==> src/rtl/i2c_rp_pkg.sv <==
package i2c_rp_pkg;

    typedef enum logic [2:0] {
        ST_IDLE,
        ST_ADDR,
        ST_SUB,
        ST_WDAT,
        ST_AWAIT,
        ST_AHOLD,
        ST_RDAT,
        ST_RACK
    } rp_state_e;

    typedef struct packed {
        rp_state_e  st;
        rp_state_e  nxt;
        logic [2:0] cnt;
        logic [7:0] sh;
        logic [7:0] ptr;
        logic       past;
        logic       ack;
        logic       oe;
        logic       scl_p;
        logic       sda_p;
    } rp_ctl_t;

endpackage

==> src/rtl/i2c_rp_filt.sv <==
module i2c_rp_filt #(
    parameter int FILT_CYC = 3
) (
    input  logic clk,
    input  logic rst_n,
    input  logic raw_i,
    output logic clean_o
);
    localparam int CW = $clog2(FILT_CYC + 1);

    typedef struct packed {
        logic [1:0]    sync;
        logic [CW-1:0] cnt;
        logic          out;
    } filt_t;

    filt_t d, q;

    always_comb begin
        d      = q;
        d.sync = {q.sync[0], raw_i};
        if (q.sync[1] == q.out) begin
            d.cnt = '0;
        end else if (q.cnt == CW'(FILT_CYC - 1)) begin
            d.out = q.sync[1];
            d.cnt = '0;
        end else begin
            d.cnt = q.cnt + 1'b1;
        end
    end

    always_ff @(posedge clk or negedge rst_n) begin
        if (!rst_n) begin
            q.sync <= 2'b11;
            q.cnt  <= '0;
            q.out  <= 1'b1;
        end else begin
            q <= d;
        end
    end

    assign clean_o = q.out;
endmodule

==> src/rtl/i2c_rp_bank.sv <==
module i2c_rp_bank #(
    parameter int DEPTH = 16
) (
    input  logic       clk,
    input  logic       rst_n,
    input  logic       we_i,
    input  logic [7:0] waddr_i,
    input  logic [7:0] wdata_i,
    input  logic [7:0] raddr_i,
    output logic [7:0] rdata_o
);
    logic [7:0] mem_q [DEPTH];
    logic [7:0] mem_d [DEPTH];

    always_comb begin
        rdata_o = 8'h00;
        for (int i = 0; i < DEPTH; i++) begin
            mem_d[i] = mem_q[i];
            if (we_i && waddr_i == 8'(i)) mem_d[i] = wdata_i;
            if (raddr_i == 8'(i)) rdata_o = mem_q[i];
        end
    end

    always_ff @(posedge clk or negedge rst_n) begin
        if (!rst_n) begin
            for (int i = 0; i < DEPTH; i++) mem_q[i] <= 8'h00;
        end else begin
            for (int i = 0; i < DEPTH; i++) mem_q[i] <= mem_d[i];
        end
    end
endmodule

==> src/rtl/i2c_regport.sv <==
module i2c_regport
    import i2c_rp_pkg::*;
#(
    parameter logic [7:0] TOP_SUB  = 8'h0F,
    parameter logic [6:0] DEV_BASE = 7'b0110100,
    parameter int         FILT_CYC = 3
) (
    input  logic clk,
    input  logic rst_n,
    input  logic scl_i,
    input  logic sda_i,
    input  logic addr_sel_i,
    output logic sda_oe_o
);
    localparam int DEPTH = int'(TOP_SUB) + 1;

    logic [1:0] raw_lines;
    logic [1:0] f_lines;
    logic       f_scl, f_sda;

    assign raw_lines = {sda_i, scl_i};

    for (genvar g = 0; g < 2; g++) begin : g_filt
        i2c_rp_filt #(.FILT_CYC(FILT_CYC)) u_filt (
            .clk    (clk),
            .rst_n  (rst_n),
            .raw_i  (raw_lines[g]),
            .clean_o(f_lines[g])
        );
    end

    assign f_scl = f_lines[0];
    assign f_sda = f_lines[1];

    rp_ctl_t    d, q;
    logic       scl_rise, scl_fall, start_det, stop_det;
    logic [7:0] byte_in, rdata, wdata;
    logic [6:0] dev_addr;
    logic       we;

    assign dev_addr  = {DEV_BASE[6:1], addr_sel_i};
    assign scl_rise  = f_scl & ~q.scl_p;
    assign scl_fall  = ~f_scl & q.scl_p;
    assign start_det = f_scl & q.scl_p & q.sda_p & ~f_sda;
    assign stop_det  = f_scl & q.scl_p & ~q.sda_p & f_sda;
    assign byte_in   = {q.sh[6:0], f_sda};
    assign wdata     = byte_in;

    i2c_rp_bank #(.DEPTH(DEPTH)) u_bank (
        .clk    (clk),
        .rst_n  (rst_n),
        .we_i   (we),
        .waddr_i(q.ptr),
        .wdata_i(wdata),
        .raddr_i(q.ptr),
        .rdata_o(rdata)
    );

    always_comb begin
        d       = q;
        we      = 1'b0;
        d.scl_p = f_scl;
        d.sda_p = f_sda;
        if (stop_det) begin
            d.st = ST_IDLE;
            d.oe = 1'b0;
        end else if (start_det) begin
            d.st  = ST_ADDR;
            d.cnt = '0;
            d.oe  = 1'b0;
        end else begin
            unique case (q.st)
                ST_ADDR, ST_SUB, ST_WDAT: begin
                    if (scl_rise) begin
                        d.sh  = byte_in;
                        d.cnt = q.cnt + 1'b1;
                        if (q.cnt == 3'd7) begin
                            d.st  = ST_AWAIT;
                            d.ack = 1'b0;
                            if (q.st == ST_ADDR) begin
                                if (byte_in[7:1] == dev_addr) begin
                                    d.ack = 1'b1;
                                    d.nxt = byte_in[0] ? ST_RDAT : ST_SUB;
                                end
                            end else if (q.st == ST_SUB) begin
                                if (byte_in <= TOP_SUB) begin
                                    d.ack  = 1'b1;
                                    d.ptr  = byte_in;
                                    d.past = 1'b0;
                                    d.nxt  = ST_WDAT;
                                end
                            end else if (!q.past) begin
                                we    = 1'b1;
                                d.ack = 1'b1;
                                d.nxt = ST_WDAT;
                                if (q.ptr == TOP_SUB) d.past = 1'b1;
                                else                  d.ptr  = q.ptr + 1'b1;
                            end
                        end
                    end
                end
                ST_AWAIT: begin
                    if (scl_fall) begin
                        if (q.ack) begin
                            d.oe = 1'b1;
                            d.st = ST_AHOLD;
                        end else begin
                            d.st = ST_IDLE;
                        end
                    end
                end
                ST_AHOLD: begin
                    if (scl_fall) begin
                        d.cnt = '0;
                        d.st  = q.nxt;
                        if (q.nxt == ST_RDAT) begin
                            d.sh = rdata;
                            d.oe = ~rdata[7];
                        end else begin
                            d.oe = 1'b0;
                        end
                    end
                end
                ST_RDAT: begin
                    if (scl_fall) begin
                        if (q.cnt == 3'd7) begin
                            d.oe  = 1'b0;
                            d.ack = 1'b0;
                            d.st  = ST_RACK;
                        end else begin
                            d.sh  = {q.sh[6:0], 1'b0};
                            d.oe  = ~q.sh[6];
                            d.cnt = q.cnt + 1'b1;
                        end
                    end
                end
                ST_RACK: begin
                    if (scl_rise) begin
                        if (f_sda) begin
                            d.st = ST_IDLE;
                        end else begin
                            d.ack = 1'b1;
                            if (q.ptr != TOP_SUB) d.ptr = q.ptr + 1'b1;
                        end
                    end else if (scl_fall && q.ack) begin
                        d.sh  = rdata;
                        d.oe  = ~rdata[7];
                        d.cnt = '0;
                        d.st  = ST_RDAT;
                    end
                end
                default: ;
            endcase
        end
    end

    always_ff @(posedge clk or negedge rst_n) begin
        if (!rst_n) begin
            q.st    <= ST_IDLE;
            q.nxt   <= ST_IDLE;
            q.cnt   <= '0;
            q.sh    <= '0;
            q.ptr   <= '0;
            q.past  <= 1'b0;
            q.ack   <= 1'b0;
            q.oe    <= 1'b0;
            q.scl_p <= 1'b1;
            q.sda_p <= 1'b1;
        end else begin
            q <= d;
        end
    end

    assign sda_oe_o = q.oe;
endmodule

==> config.mk <==
export PLATFORM = sky130hd
export DESIGN_NAME = i2c_regport
export DESIGN_NICKNAME = d
export VERILOG_FILES = /design/src/rtl/i2c_rp_pkg.sv /design/src/rtl/i2c_rp_filt.sv /design/src/rtl/i2c_rp_bank.sv /design/src/rtl/i2c_regport.sv
export SDC_FILE = /design/constraint.sdc
export NUM_CORES = 1
export LEC_CHECK = 0
export BUFFER_PORTS_ARGS = -buffer_cell sky130_fd_sc_hd__buf_2
export CORE_UTILIZATION = 25
export CTS_CLUSTER_DIAMETER = 30
export DETAILED_ROUTE_END_ITERATION = 16
export SETUP_SLACK_MARGIN = 0.4
export SLEW_MARGIN = 5
export SYNTH_ARGS = -nofsm -noshare
export SYNTH_HDL_FRONTEND = slang
export SYNTH_HIERARCHICAL = 1
export SYNTH_SLANG_ARGS = --single-unit
==> constraint.sdc <==
create_clock -name clk -period 5.15 [get_ports clk]
set_input_delay 1.03 -clock clk [delete_from_list [all_inputs] [get_ports clk]]
set_output_delay 1.03 -clock clk [all_outputs]
set_load 0.01 [all_outputs]
==> results of run 1 <==
==> state kept, by name, indices dropped and copies added (netlist names) <==
| signal | count |
|---|---|
| byte_in | 7 |
| g_filt.u_filt/clean_o | 2 |
| g_filt.u_filt/d | 2 |
| g_filt.u_filt/q | 6 |
| q | 21 |
| sda_oe_o | 1 |
| u_bank/mem_q | 128 |
==> cells by family after synthesis <==
logic type      after synthesis  share of synthesized area [%]
fa+ha+maj                     3                          0.428
mux                         178                           23.1
xor+xnor                      4                          0.399
simple gates                179                           11.3
buf+inv                      60                           3.17
compound gates              167                           13.9
flops                       167                           47.8
==> power breakdown <==
group	switching [mW]	leakage, nW	internal [mW]
clock	0.607	0.297	0.697
sequential	0.142	2.30	1.37
combinational	0.164	1.70	0.125
==> cells in the final DEF (no fill, tap or decap), types with 9 or more instances in the layout <==
master / count
mux2i_1: 20
buf_4: 9
mux2_4: 9
mux2_2: 116
a21oi_1: 33
inv_1: 11
dfrtp_1: 156
o211ai_1: 9
clkbuf_16: 17
nand2_1: 52
mux2_1: 32
a22oi_1: 9
nor2_1: 25
o22ai_1: 10
nand2b_1: 13
nand3_1: 20
o21ai_0: 26
==> per-stage QoR <==
step | std cells | power (mW) | worst slack [ns] | util [%] | instance area (sq um)
global route | 1211 | 3.23 | 1.57 | 28.4 | 9810
finish | 1211 | 3.10 | 1.77 | 28.4 | 9810
CTS | 1211 | 3.13 | 1.79 | 28.4 | 9810
global placement | 1179 | 1.82 | 1.86 | 26.7 | 9210
floorplan | 758 | 1.71 | 2.61 | - | 8770
detailed placement | 1179 | 1.82 | 1.82 | 26.7 | 9210
==> cell type report <==
class	instances	share of cell area, %
sequential	167	42.7
tap	455	5.80
clock inverter	15	1.75
clock buffer	17	4.34
timing repair buffer	14	1.01
multi-input combinational	531	43.9
inverter	12	0.459
==> synth_stat cells (all sizes together) (5+ instances only) <==
cell and instances:
o211ai 11, nand3b 7, nor2b 9, dfstp 8, a32o 5, a22o 8, o21ai 28, mux2i 20
nand2 56, nand3 20, a22oi 9, a21oi 33, a221o 5, a2bb2oi 5, nor3 9, clkbuf 20
a221oi 6, mux2 157, buf 28, dfrtp 159, o22ai 10, nor4 7, a2111oi 6, nor2 28
nand2b 14, a31oi 7, inv 12
==> layer usage <==
| metal | wire (um) | track usage, % | vias to the layer above |
|---|---|---|---|
| li1 | - | - | 2808 |
| met5 | 0 | 0 | - |
| met2 | 10100 | 19.8 | 193 |
| met1 | 10900 | 18.6 | 3193 |
| met3 | 1180 | 2.50 | 22 |
| met4 | 359 | 3.97 | 0 |
==> worst register-to-register path: stages, from the launching register on <==
cell	delay (ns)
dfrtp_1	0.36
ha_1	0.16
ha_1	0.31
nand3b_1	0.27
nor4_1	0.45
buf_4	0.23
nor3b_1	0.41
nor2b_1	0.67
mux2_2	0.41
==> worst min path at each step <==
stage / startpoint / endpoint / slack, ns / cells after the start
after detailed placement: g_filt[0].u_filt/d[4]$_DFF_PN1_ / g_filt[0].u_filt/q[4]$_DFF_PN1_ / 0.35 / 0
after global placement: g_filt[1].u_filt/d[4]$_DFF_PN1_ / g_filt[1].u_filt/q[4]$_DFF_PN1_ / 0.35 / 0
after floorplan: g_filt[0].u_filt/d[4]$_DFF_PN1_ / g_filt[0].u_filt/q[4]$_DFF_PN1_ / 0.35 / 0
after CTS: g_filt[0].u_filt/d[4]$_DFF_PN1_ / g_filt[0].u_filt/q[4]$_DFF_PN1_ / 0.36 / 0
after global routing: g_filt[0].u_filt/d[4]$_DFF_PN1_ / g_filt[0].u_filt/q[4]$_DFF_PN1_ / 0.36 / 0
final: g_filt[0].u_filt/d[4]$_DFF_PN1_ / g_filt[0].u_filt/q[4]$_DFF_PN1_ / 0.36 / 0
==> impl_metrics.json, run 1 <==
{
  "ff_latch_area_sq_mm": 0.00419,
  "drt-total-wl_um": 22600,
  "synth_top_area_share_pct": 45.4,
  "power_density_mw_per_mm2": 316,
  "first_global_vias": 6035,
  "ys_ff_latch": 167,
  "max_stage_delay_ns": 0.67,
  "cts_setup_buffers": 0,
  "reg2reg_from": "q[21]$_DFFE_PN0P_",
  "synth_cell_types": 83,
  "crit_start": "q[21]$_DFFE_PN0P_",
  "ys.flop_type": "dfrtp_1",
  "reg2reg_setup_slack_ns": 1.77,
  "fillCellCount": 3580,
  "critPathLaunchType": "register",
  "row_count": 68,
  "overflow": 0,
  "track_usage_pct": 13.0,
  "synth_area_sq_mm": 0.00877,
  "setup-tns-final_ns": 0,
  "hold_viol": 0,
  "worstSetupPathDepth": 8,
  "insertion_delay_ns": 0.43,
  "antennaDiodeCount": 0,
  "cp_max_fo": 8,
  "synthCells": 758,
  "root_buffer": "clkbuf_16",
  "initial_utilization_pct": 25.4,
  "antenna_left": 0,
  "drv_cap": 0,
  "cts_sinks": 167,
  "yosys_warnings": 6,
  "relSlewSlack_pct": 21.0,
  "multi_input_area_sq_mm": 0.00431,
  "max-clock-path-buffers": 2,
  "finalClockSkew_ns": 0.0105,
  "worst_hold_path_type": "reg -> reg",
  "regToRegEndpoint": "u_bank/mem_q[121]$_DFFE_PN0P_",
  "crit_path_frequent_cell": "ha_1",
  "cts_tree": "built",
  "cp_cell_sequence": "ha_1 > ha_1 > nand3b_1 > nor4_1 > buf_4 > nor3b_1 > nor2b_1 > mux2_2",
  "setup_viol": 0,
  "core_sq_mm": 0.0345,
  "synth-edff-count": 0,
  "crit_buf_inv": 1,
  "gp_congestion": 0.863,
  "fp.dieArea_sq_mm": 0.0358,
  "synth-seq-area-share_pct": 47.8,
  "vias": 6216,
  "drv_slew": 0,
  "cts_made_buffers": 17,
  "cpMaxStageDelayCell": "nor2b_1",
  "ctsResizeCount": 0,
  "drtPass1Iterations": 5,
  "hold_slack_ns": 0.356,
  "synthTopCellsByArea": "dfrtp_1, mux2_2, mux2_1",
  "critical_path_required_ns": 5.46,
  "die_x_um": 189,
  "critical_path.top_delay_family": "simple AND/OR/NAND/NOR gates",
  "cp-endpoint": "u_bank/mem_q[121]$_DFFE_PN0P_",
  "synth_area_per_cell_sq_um": 11.6,
  "grt_antenna_before_repair": 0,
  "rsz0062_at_grt": "no",
  "vdd_drop_max_v": 0.000199,
  "cts_max_level": 4,
  "fmax_mhz": 296,
  "critPathArrivalTime_ns": 3.70,
  "drc": 0,
  "port_buffers": 5,
  "p_leak_nw": 4.30,
  "wl_per_cell_um": 18.7,
  "grt_start_max_net_pins": 75,
  "layout-drive-gt1-share_pct": 27.5,
  "syn2layout_area_growth_pct": 11.8,
  "hold_buffers": 0,
  "tightest_slew_ns": 1.18,
  "ios": 6,
  "dpl.hpwl_um": 14500,
  "die_h_um": 189,
  "post-route-period-util_pct": 65.7,
  "critPathKind": "reg -> reg",
  "worst_r2r_path_depth": 8,
  "min_period_ns": 3.38,
  "clkTransAtPathRegs_ns": 0.07,
  "nets": 751,
  "grt_pass1_wl_um": 35800,
  "outcome": "complete, no violations",
  "drt_iter0_drc": 525,
  "viasPerCell": 5.13,
  "asyncSetResetFlopFracSynth_pct": 100,
  "synth_area_leader_cell": "dfrtp_1",
  "synth_fp_nets": 766,
  "cp-end-kind": "register"
}
No activity file was read; power rests on OpenSTA's default activity.
==> run 2, diff against run 1 <==
==> constraint.sdc (replaced) <==
create_clock -name clk -period 3 [get_ports clk]
set_input_delay 0.6 -clock clk [delete_from_list [all_inputs] [get_ports clk]]
set_output_delay 0.6 -clock clk [all_outputs]
set_load 0.01 [all_outputs]
==> run 2 against run 1 <==
Final cell count grew 2.3%. Critical path type unchanged. Register-to-register slack lost 1.3 ns. Worst setup slack lost 1.3 ns.
==> impl_metrics.json, run 2 (same netlist as run 1, synthesis figures left out) <==
{
  "outcome": "complete, no violations",
  "fp.dieArea_sq_mm": 0.0358,
  "syn2layout_area_growth_pct": 15.3,
  "drtPass1Iterations": 5,
  "fillCellCount": 3610,
  "m1WireLength_um": 10500,
  "setup-tns-final_ns": 0,
  "place_area_sq_mm": 0.00945,
  "cts_sinks": 167,
  "cp_max_fo": 26,
  "power_density_mw_per_mm2": 530,
  "insertion_delay_ns": 0.43,
  "reg2reg_setup_slack_ns": 0.46,
  "setup_viol": 0,
  "wl_met2_um": 10500,
  "root_buffer": "clkbuf_16",
  "port_buffers": 5,
  "dpl.hpwl_um": 14900,
  "multi_input_area_sq_mm": 0.00434,
  "post-route-period-util_pct": 84.6,
  "grt_start_max_net_pins": 70,
  "cts_tree": "built",
  "critPathArrivalTime_ns": 2.85,
  "cpMaxStageDelayCell": "dfrtp_4",
  "ios": 6,
  "min_period_ns": 2.54,
  "critPathLaunchType": "register",
  "largest_reg_flops": 128,
  "drv_slew": 0,
  "final_common_cell": "dfrtp_1",
  "most-common-layout-cells": "dfrtp_1, mux2_2, nand2_1",
  "antennaDiodeCount": 0,
  "ff_latch_area_sq_mm": 0.00420,
  "row_count": 68,
  "drt_iter0_drc": 499,
  "drc": 0,
  "die_x_um": 189,
  "cp_cell_sequence": "mux2_2 > nand2_1 > o21ai_0 > a2111oi_1 > buf_4 > o32ai_1 > a22o_1 > mux2_4",
  "max-clock-path-buffers": 2,
  "tightest_slew_ns": 0.736,
  "critPathKind": "reg -> reg",
  "cts_max_level": 4,
  "met3_length_um": 1040,
  "reg2reg_from": "q[7]$_DFFE_PN0P_",
  "fmax_mhz": 394,
  "routed.top_layer": "met4",
  "final_area_sq_mm": 0.0101,
  "p_leak_nw": 4.44,
  "crit_buf_inv": 1,
  "rsz0062_at_grt": "no",
  "top_register": "u_bank/mem_q",
  "hold_buffers": 0,
  "critical_path.top_delay_family": "compound AO/OA/AOI/OAI gates",
  "grt_pass1_wl_um": 36900,
  "overflow": 0,
  "worst_hold_path_type": "in -> async",
  "worst_r2r_path_depth": 8,
  "cts_made_buffers": 17,
  "initial_utilization_pct": 25.4,
  "finalClockSkew_ns": 0.0131,
  "wl_per_cell_um": 18.1,
  "hold_viol": 0,
  "antenna_left": 0,
  "vias": 6303,
  "drv_cap": 0,
  "track_usage_pct": 13.1,
  "top_regs": "u_bank/mem_q (128), q (21), byte_in (7)",
  "gp_congestion": 0.892,
  "core_sq_mm": 0.0345,
  "cp-end-kind": "register",
  "drt-total-wl_um": 22400,
  "first_global_vias": 6326,
  "grt_antenna_before_repair": 0,
  "layout-drive-gt1-share_pct": 31.0,
  "critical_path_required_ns": 3.31,
  "clkTransAtPathRegs_ns": 0.07,
  "relSlewSlack_pct": 51.0,
  "die_h_um": 189,
  "regToRegEndpoint": "byte_in[7]$_DFFE_PN0P_",
  "viasPerCell": 5.09,
  "nets": 779,
  "vdd_drop_max_v": 0.000386,
  "max_stage_delay_ns": 0.63
}
## run 2: changes by cell type in the layout (fill, tap and decap cells not counted), sizes merged
cell	previous run	this run
clkbuf	17	20
clkinvlp	0	3
bufinv	1	2
inv	22	15
buf	14	42
## run 2: how the worst max path moves through the flow
| stage | endpoint | cells past startpoint | startpoint |
|---|---|---|---|
| floorplan | u_bank/mem_q[120]$_DFFE_PN0P_ | 8 | q[21]$_DFFE_PN0P_ |
| global placement | sda_oe_o$_DFFE_PN0P_ | 9 | q[5]$_DFFE_PN0P_ |
| detailed placement | u_bank/mem_q[83]$_DFFE_PN0P_ | 9 | q[21]$_DFFE_PN0P_ |
| CTS | byte_in[1]$_DFFE_PN0P_ | 7 | q[21]$_DFFE_PN0P_ |
| global route | sda_oe_o$_DFFE_PN0P_ | 9 | q[5]$_DFFE_PN0P_ |
| finish | byte_in[7]$_DFFE_PN0P_ | 8 | q[7]$_DFFE_PN0P_ |
## run 2: report_power, final
| group | internal (mW) | switching (mW) | total (mW) |
|---|---|---|---|
| combinational | 0.238 | 0.402 | 0.640 |
| sequential | 2.35 | 0.129 | 2.48 |
| clock | 1.28 | 0.950 | 2.23 |
## run 2: layout make-up
class	count	share of cell area, %
clock buffer	20	4.52
tap	455	5.63
sequential	167	41.6
timing repair buffer	42	3.55
multi-input combinational	531	42.9
inverter	12	0.445
clock inverter	12	1.41
## run 2: repair_timing
item / CTS / global route
setup endpoints to repair: 57 / 103
resized for setup: 4 / 9
pin swaps: 1 / 4
buffers inserted: 2 / 1
## run 2: metal layers
metal	global-route usage [%]	up-vias
li1	-	2869
met1	18.0	3262
met2	21.0	151
met3	2.39	21
met4	3.94	0
met5	0	-
## run 2: metrics by stage
stage,power [mW],hold slack (ns),cells,worst slack (ns),util (%)
floorplan,2.93,0.304,758,0.465,-
global placement,3.15,0.347,1204,0.414,27.4
detailed placement,3.16,0.347,1204,0.361,27.4
CTS,5.40,0.222,1238,0.408,29.2
global route,5.56,0.244,1239,0.415,29.3
finish,5.36,0.194,1239,0.463,29.3
## run 2: worst reg2reg max path: cells and delay by family (launching register included)
| family | cells | cell delay (ns) |
|---|---|---|
| AOI/OAI and AO/OA | 4 | 0.86 |
| muxes | 2 | 0.66 |
| DFF | 1 | 0.63 |
| buffers and inverters | 1 | 0.20 |
| and+or+nand+nor | 1 | 0.08 |
==> run 3, diff against run 2 <==
==> constraint.sdc (replaced) <==
create_clock -name clk -period 2.7 [get_ports clk]
set_input_delay 0.54 -clock clk [delete_from_list [all_inputs] [get_ports clk]]
set_output_delay 0.54 -clock clk [all_outputs]
set_load 0.01 [all_outputs]
==> run 3 against run 2 <==
Sequential share of layout area down 2.6 points. Final cell count up 2.9%. First-iteration DRC count down 6.4%. Via count up 1.1%. Sequential power up 9.7%. Core utilization up 1.9 points. Final area up 6.4%. Clock-buffer cell count down 1. Hold slack worse by 0.13 ns. Clock skew down 0.0040 ns.
==> impl_metrics.json, run 3 (same netlist as run 1, synthesis figures left out) <==
{
  "track_usage_pct": 13.1,
  "pwr-share-comb_pct": 13.7,
  "top_regs": "u_bank/mem_q (128), q (21), byte_in (7)",
  "grt_start_max_net_pins": 65,
  "final_area_sq_mm": 0.0108,
  "port_buffers": 5,
  "cts_tree": "built",
  "dpl.hpwl_um": 15000,
  "relSlewSlack_pct": 54.6,
  "antennaDiodeCount": 0,
  "min_period_ns": 2.37,
  "vias": 6373,
  "worst_hold_path_type": "in -> async",
  "max_stage_delay_ns": 0.43,
  "cp_cell_sequence": "buf_12 > mux2_2 > a21oi_1 > a211o_1 > o211ai_1 > a32o_1 > a22o_1 > mux2_4",
  "clkTransAtPathRegs_ns": 0.07,
  "cp-end-kind": "register",
  "fillCellCount": 3494,
  "finalClockSkew_ns": 0.00910,
  "outcome": "complete, no violations",
  "drc": 0,
  "hold_slack_ns": 0.0616,
  "critical_path_required_ns": 3.01,
  "die_h_um": 189,
  "core_sq_mm": 0.0345,
  "hold_viol": 0,
  "drt_iter0_drc": 467,
  "p_seq_share_pct": 45.0,
  "nets": 815,
  "crit_buf_inv": 1,
  "cpMaxStageDelayCell": "dfrtp_2",
  "largest_reg_flops": 128,
  "vdd_drop_max_v": 0.000413,
  "gp_congestion": 0.876,
  "p_leak_nw": 4.72,
  "numPlacedInstances": 1213,
  "setup-tns-final_ns": 0,
  "ios": 6,
  "critical_path.top_delay_family": "compound AO/OA/AOI/OAI gates",
  "setup_viol": 0,
  "final_common_cell": "dfrtp_1",
  "hold_buffers": 0,
  "viasPerCell": 5.00,
  "syn2layout_area_growth_pct": 22.6,
  "switchingPower_mw": 1.75,
  "drt-total-wl_um": 23200,
  "wl_met2_um": 10800,
  "power_density_mw_per_mm2": 561,
  "max-clock-path-buffers": 2,
  "cts_max_level": 4,
  "critPathLaunchType": "register",
  "insertion_delay_ns": 0.43,
  "cts_sinks": 167,
  "met3_length_um": 827,
  "grt_antenna_before_repair": 0,
  "drtPass1Iterations": 5,
  "clkPwrFrac_pct": 41.3,
  "overflow": 0,
  "grt_pass1_wl_um": 36500,
  "p_sw_share_pct": 29.1,
  "tightest_slew_ns": 0.676,
  "most-common-layout-cells": "dfrtp_1, mux2_2, buf_4",
  "wl_per_cell_um": 18.2,
  "fp.dieArea_sq_mm": 0.0358,
  "fmax_mhz": 421,
  "drv_cap": 0,
  "fin_cells": 1275,
  "antenna_left": 0,
  "critPathKind": "reg -> reg",
  "row_count": 68,
  "utilization_pct": 31.1,
  "rsz0062_at_grt": "yes",
  "root_buffer": "clkbuf_16",
  "top_register": "u_bank/mem_q",
  "m1WireLength_um": 10900,
  "post-route-period-util_pct": 88.0,
  "critPathArrivalTime_ns": 2.69,
  "routed.top_layer": "met4",
  "first_global_vias": 6305,
  "initial_utilization_pct": 25.4,
  "p_int_mw": 4.28,
  "place_area_sq_mm": 0.00955,
  "drv_slew": 0,
  "layout-drive-gt1-share_pct": 38.8,
  "cp_max_fo": 31,
  "cts_made_buffers": 17,
  "die_x_um": 189
}
[run 3: cell types whose count changed in the layout (fill, tap and decap cells not counted), sizes merged]
cell	change
inv	+4
buf	+35
clkinv	-2
bufinv	-1
[run 3: worst reg2reg max path, stage by stage, from the launching register on]
cell	delay, ns
dfrtp_2	0.43
buf_12	0.21
mux2_2	0.36
a21oi_1	0.18
a211o_1	0.13
o211ai_1	0.19
a32o_1	0.30
a22o_1	0.21
mux2_4	0.27
[run 3: path summary, 6_finish.rpt]
| kind | startpoint | to | slack (ns) | depth (start not counted) |
|---|---|---|---|---|
| max | q[7]$_DFFE_PN0P_ | byte_in[5]$_DFFE_PN0P_ | 0.33 | 8 |
| min | rst_n | u_bank/mem_q[38]$_DFFE_PN0P_ | 0.06 | 1 |
| max reg2reg | q[7]$_DFFE_PN0P_ | byte_in[5]$_DFFE_PN0P_ | 0.33 | 8 |
| min reg2reg | g_filt[0].u_filt/d[4]$_DFF_PN1_ | g_filt[0].u_filt/q[4]$_DFF_PN1_ | 0.36 | 0 |
| max in group asynchronous | rst_n | g_filt[1].u_filt/q[4]$_DFF_PN1_ | 1.86 | 2 |
| min in group clk | scl_i | g_filt[0].u_filt/d[4]$_DFF_PN1_ | 0.20 | 1 |
[run 3: per-stage QoR]
| step | power, mW | setup WS (ns) |
|---|---|---|
| final | 6.03 | 0.325 |
| after global routing | 6.29 | 0.252 |
| after CTS | 6.06 | 0.359 |
| after detailed placement | 3.54 | 0.138 |
| after global placement | 3.52 | 0.225 |
| after floorplan | 3.26 | 0.402 |
[run 3: layout make-up]
| type | count | area [sq um] | share of cell area (%) |
|---|---|---|---|
| clock buffer | 19 | 443 | 4.12 |
| clock inverter | 13 | 161 | 1.50 |
| inverter | 12 | 45.0 | 0.419 |
| multi-input combinational | 531 | 4600 | 42.8 |
| sequential | 167 | 4190 | 39.0 |
| tap | 455 | 569 | 5.29 |
| timing repair buffer | 78 | 744 | 6.92 |
[run 3: power by group through the flow]
stage / Clock [mW] / Sequential (mW) / Combinational (mW)
5_1_grt: 2.66 / 2.73 / 0.896
6_report: 2.49 / 2.72 / 0.825
2_1_floorplan: 0 / 2.74 / 0.517
3_3_place_gp: 0 / 2.76 / 0.766
4_1_cts: 2.56 / 2.71 / 0.788
3_5_place_dp: 0 / 2.76 / 0.774
[run 3: timing repair]
item / CTS / global route
gates resized for setup: 22 / 49
hold endpoints to repair: 0 / 0
setup endpoints to repair: 141 / 90
gates cloned: 0 / 1
buffers inserted: 4 / 25
pin swaps: 7 / 24
[run 3: per-layer routing]
| metal | vias to the layer above | track usage, % |
|---|---|---|
| met4 | 0 | 4.84 |
| met1 | 3264 | 18.1 |
| met5 | - | 0 |
| met3 | 35 | 2.71 |
| li1 | 2933 | - |
| met2 | 141 | 20.0 |
